**config.mk**
```make
export PLATFORM = sky130hd
export DESIGN_NAME = ide_strobe_timer
export DESIGN_NICKNAME = d
export VERILOG_FILES = /design/src/rtl/ide_strobe_timer.sv
export SDC_FILE = /design/constraint.sdc
export NUM_CORES = 1
export LEC_CHECK = 0
export ABC_CLOCK_PERIOD_IN_PS = 2400
export BUFFER_PORTS_ARGS = -buffer_cell sky130_fd_sc_hd__buf_2
export CORE_UTILIZATION = 52
export DETAILED_ROUTE_END_ITERATION = 10
export GPL_TIMING_DRIVEN = 0
export PLACE_DENSITY = 0.84
export SLEW_MARGIN = 15
export SYNTH_ARGS = -nofsm -noshare
export SYNTH_HDL_FRONTEND = slang
export SYNTH_SLANG_ARGS = --single-unit
```
**constraint.sdc**
```tcl
create_clock -name clk -period 2.4 [get_ports clk]
set_clock_uncertainty 0.2 [all_clocks]
set_input_delay 0.12 -clock clk [delete_from_list [all_inputs] [get_ports clk]]
set_output_delay 0.12 -clock clk [all_outputs]
set_load 0.01 [all_outputs]
```
**src/rtl/ide_strobe_timer.sv**
```systemverilog
module ide_strobe_timer #(
  parameter int CNT_W = 3
) (
  input  logic       clk,
  input  logic       rst_n,
  input  logic       cfg_we,
  input  logic [7:0] cfg_wdata,
  output logic [7:0] cfg_rdata,
  input  logic       req_valid,
  input  logic       req_dma,
  output logic       req_ready,
  input  logic       iordy,
  output logic       strobe_n,
  output logic       done
);
  localparam logic [CNT_W-1:0] CNT_MAX = '1;
  localparam logic [CNT_W-1:0] SP_BASE = CNT_W'(5);
  localparam logic [CNT_W-1:0] RC_BASE = CNT_W'(4);

  typedef enum logic [1:0] {ST_IDLE, ST_ACT, ST_REC} st_t;

  st_t              st;
  logic [7:0]       cfg_q;
  logic [1:0]       rdy_sync;
  logic [CNT_W-1:0] cnt, s_lim, r_lim;
  logic             fast_q, strobe_q, done_q;

  wire [CNT_W-1:0] s_new    = SP_BASE - CNT_W'(cfg_q[1:0]);
  wire [CNT_W-1:0] r_new    = RC_BASE - CNT_W'(cfg_q[3:2]);
  wire             fast_new = cfg_q[4] & (req_dma | ~cfg_q[5]);
  wire             rec_over = (st == ST_REC) && (cnt >= r_lim);
  wire             accept   = req_valid & req_ready;
  wire             release_now = (st == ST_ACT) && (cnt >= s_lim) && (fast_q || rdy_sync[1]);

  assign req_ready = (st == ST_IDLE) || rec_over;
  assign cfg_rdata = cfg_q;
  assign strobe_n  = strobe_q;
  assign done      = done_q;

  always_ff @(posedge clk or negedge rst_n) begin
    if (!rst_n) begin
      cfg_q    <= '0;
      rdy_sync <= '0;
      st       <= ST_IDLE;
      cnt      <= '0;
      s_lim    <= SP_BASE;
      r_lim    <= RC_BASE;
      fast_q   <= 1'b0;
      strobe_q <= 1'b1;
      done_q   <= 1'b0;
    end else begin
      if (cfg_we) cfg_q <= cfg_wdata & 8'h3F;
      rdy_sync <= {rdy_sync[0], iordy};
      done_q   <= 1'b0;
      if (accept) begin
        st       <= ST_ACT;
        cnt      <= CNT_W'(1);
        s_lim    <= s_new;
        r_lim    <= r_new;
        fast_q   <= fast_new;
        strobe_q <= 1'b0;
      end else begin
        case (st)
          ST_ACT: begin
            if (release_now) begin
              st       <= ST_REC;
              cnt      <= CNT_W'(1);
              strobe_q <= 1'b1;
              done_q   <= 1'b1;
            end else if (cnt != CNT_MAX) begin
              cnt <= cnt + 1'b1;
            end
          end
          ST_REC: begin
            if (rec_over) st <= ST_IDLE;
            else          cnt <= cnt + 1'b1;
          end
          default: ;
        endcase
      end
    end
  end
endmodule


```
==> metrics <==
status complete, no violations; Reg power frac approximately two fifths; # setup viols final 0; WL/cell ~12 um; largest net degree at the start of global routing 23; Clock Sinks 22; max incr delay on CP between 0.5 and 0.6 ns; clock latency on the worst-skew pair 0.30 ns; Total Wirelength slightly below 2 mm; DP Worst Slack between 0.15 and 0.2 ns; crit-path cells inv_1, ha_1, nand2_1, o2111ai_2, a22o_2, a31oi_4, mux2_4; DRT Pass-1 Iters 4; Root Buffer clkbuf_4; Hold Crit Start cfg_we; post-route DRC violation count 0; # hold bufs at CTS 12; Initial Util between 50% and 60%; CP endpoint kind flip-flop; fmax between 400 and 500 MHz; R2R Path End cnt[0]; WP data required ~2.4 ns; Detailed Place HPWL 1.34 mm; Critical Setup Path Class reg2reg; H-tree Lvls 1; core region area around 0.002 sq mm; HP Class in2reg; power per cell area 1130 mW/mm^2; TNS Setup 0 ns; Setup Fix Bufs, Post-CTS 0; Fin. Hold Viols 0; Max Cap Viol 0; register area share after synthesis 50.6%; diode count 0; vias in the first global route about 750; multiplexer share of the synthesized area approximately a tenth; die area 0.00230 sq mm; critical path launch point type flip-flop; initial antenna violation count 0; worst vdd ir between 0.6 and 0.7 mV; Total GRT Usage about a fifth; area share of xor/xnor cells in the synthesized design 0%; Hold Crit Depth 2; Worst Path Arrival between 2 and 2.5 ns; RSZ-0062 raised after global routing false; P_sw between 0.0005 and 0.0006 W; Mapped Cells 93; critical path launch point r_lim[2]; top_reg_cell synth dfrtp_1; final setup margin 0.165 ns; Slew Viols, Final 0; Cell variety after synth 25; reg2reg start r_lim[2]; Hold Path End cfg_rdata[5]; number of top-level pins 25; clock buffer depth 2; Post-Synth Simple-Gate Area 10.6%; Area Growth Syn to Fin 27.8%; chip width between 40 and 50 um; largest family of logic cells by synthesized area compound AO/OA/AOI/OAI gates; synthesized flop and latch total 22; CTS resizes 0; slowest cell on the critical path dfstp_2; r2r setup slk about 0.16 ns; Placer Congestion roughly 0.82; Static Leakage 0.708 nW; compound-cell area share of the yosys netlist between 10% and 20%; Reg clk slew, reported paths 0.12 ns; Adder-Cell Fraction of Synth Area 10.3%; TritonCTS clock tree done; EDFF count, synth 0; Via Count 775; nets@finish ~150; Die H between 40 and 50 um; vias per cell roughly 5.0; period utilisation layout 93.1%; Comb power frac between 40% and 50%; number of port buffers 19; Critical Path Fanout Max 3; most frequent cells in the layout buf_2, dfrtp_1, dlygate4sd3_1; Async S/R FF share, synth 100%; worst path buffer plus inverter count 1; Net Sw Frac roughly 33%; synthesized area per cell 11.8 sq um; R2R depth 7; layout cells sized above 1 roughly 37%; initial DRC count 15; Post-Syn Area approximately 0.0011 sq mm; Synthesis Warnings 0; crit path time final ~2.2 ns; Congestion Overflow GR 0; remaining antenna violation count 0; clock power share between 10% and 20%; row cnt 16; CTS buffer count 3; Internal about 0.0011 W; CP delay by family, top compound AO/OA/AOI/OAI gates; first-pass GRT wire length 3.12 mm; most common cell after layout, fill and taps aside buf_2
synthesized netlist by cell type (2+ instances only):
cell	n	area, sq um
and3_2	2	15.0
nand2_1	11	41.3
dfstp_2	4	105
mux2_4	3	45.0
dfrtp_1	18	450
o21ai_0	9	45.0
mux2_2	6	67.6
ha_1	9	113
nor2b_1	2	12.5
inv_1	11	41.3
buf_4	4	30.0
cell families after synthesis:
kind of cell,Yosys count
mux,9
simple gates,20
fa+ha+maj,9
other cells,1
compound gates,15
flops,22
buf+inv,17
worst max path at each step:
stage	to	slack, ns	cells past startpoint
3_5_place_dp	cnt[0]	0.18	7
5_1_grt	cnt[1]	0.08	7
4_1_cts	cnt[0]	0.15	7
3_3_place_gp	cnt[0]	0.22	7
6_report	cnt[0]	0.16	7
2_1_floorplan	cnt[0]	0.29	7
registers in the layout, indices dropped and copies added, names as in the netlist:
| name | count |
|---|---|
| strobe_n | 1 |
| cnt | 3 |
| st | 2 |
| rdy_sync | 2 |
| r_lim | 3 |
| cfg_rdata | 6 |
| fast_q | 1 |
| done | 1 |
| s_lim | 3 |
per-layer routing:
layer	wire length, um	up-vias	track usage [%]
li1	-	376	-
met1	826	367	23.9
met2	1000	28	34.6
met3	97	4	4.53
met4	23	0	8.33
met5	0	-	0
metrics by stage:
stage          instance area (sq um)  instances  power (W)  hold WS [ns]  utilization [%]
2_1_floorplan                   1100         94    0.00115        -0.376                -
3_3_place_gp                    1230        140    0.00126        -0.107             62.1
3_5_place_dp                    1230        140    0.00131       -0.0959             62.1
4_1_cts                         1400        156    0.00161       0.00132             70.8
5_1_grt                         1400        156    0.00173        0.0413             70.8
6_report                        1400        156    0.00159        0.0124             70.8
layout make-up:
class,count,area (sq um)
Fill cell,137,579
Sequential cell,22,556
Multi-Input combinational cell,55,465
Timing Repair Buffer,31,215
Inverter,11,41.3
Buffer,6,38.8
Tap cell,27,33.8
Clock inverter,1,30.0
Clock buffer,3,22.5
power by group through the flow:
stage / registers (W) / logic, W / clock network, W
2_1_floorplan: 0.000608 / 0.000541 / 0
3_3_place_gp: 0.000618 / 0.000646 / 0
3_5_place_dp: 0.000629 / 0.000680 / 0
4_1_cts: 0.000621 / 0.000700 / 0.000287
5_1_grt: 0.000636 / 0.000785 / 0.000305
6_report: 0.000620 / 0.000690 / 0.000281
Note: power is estimated with default switching activity, not from simulation.
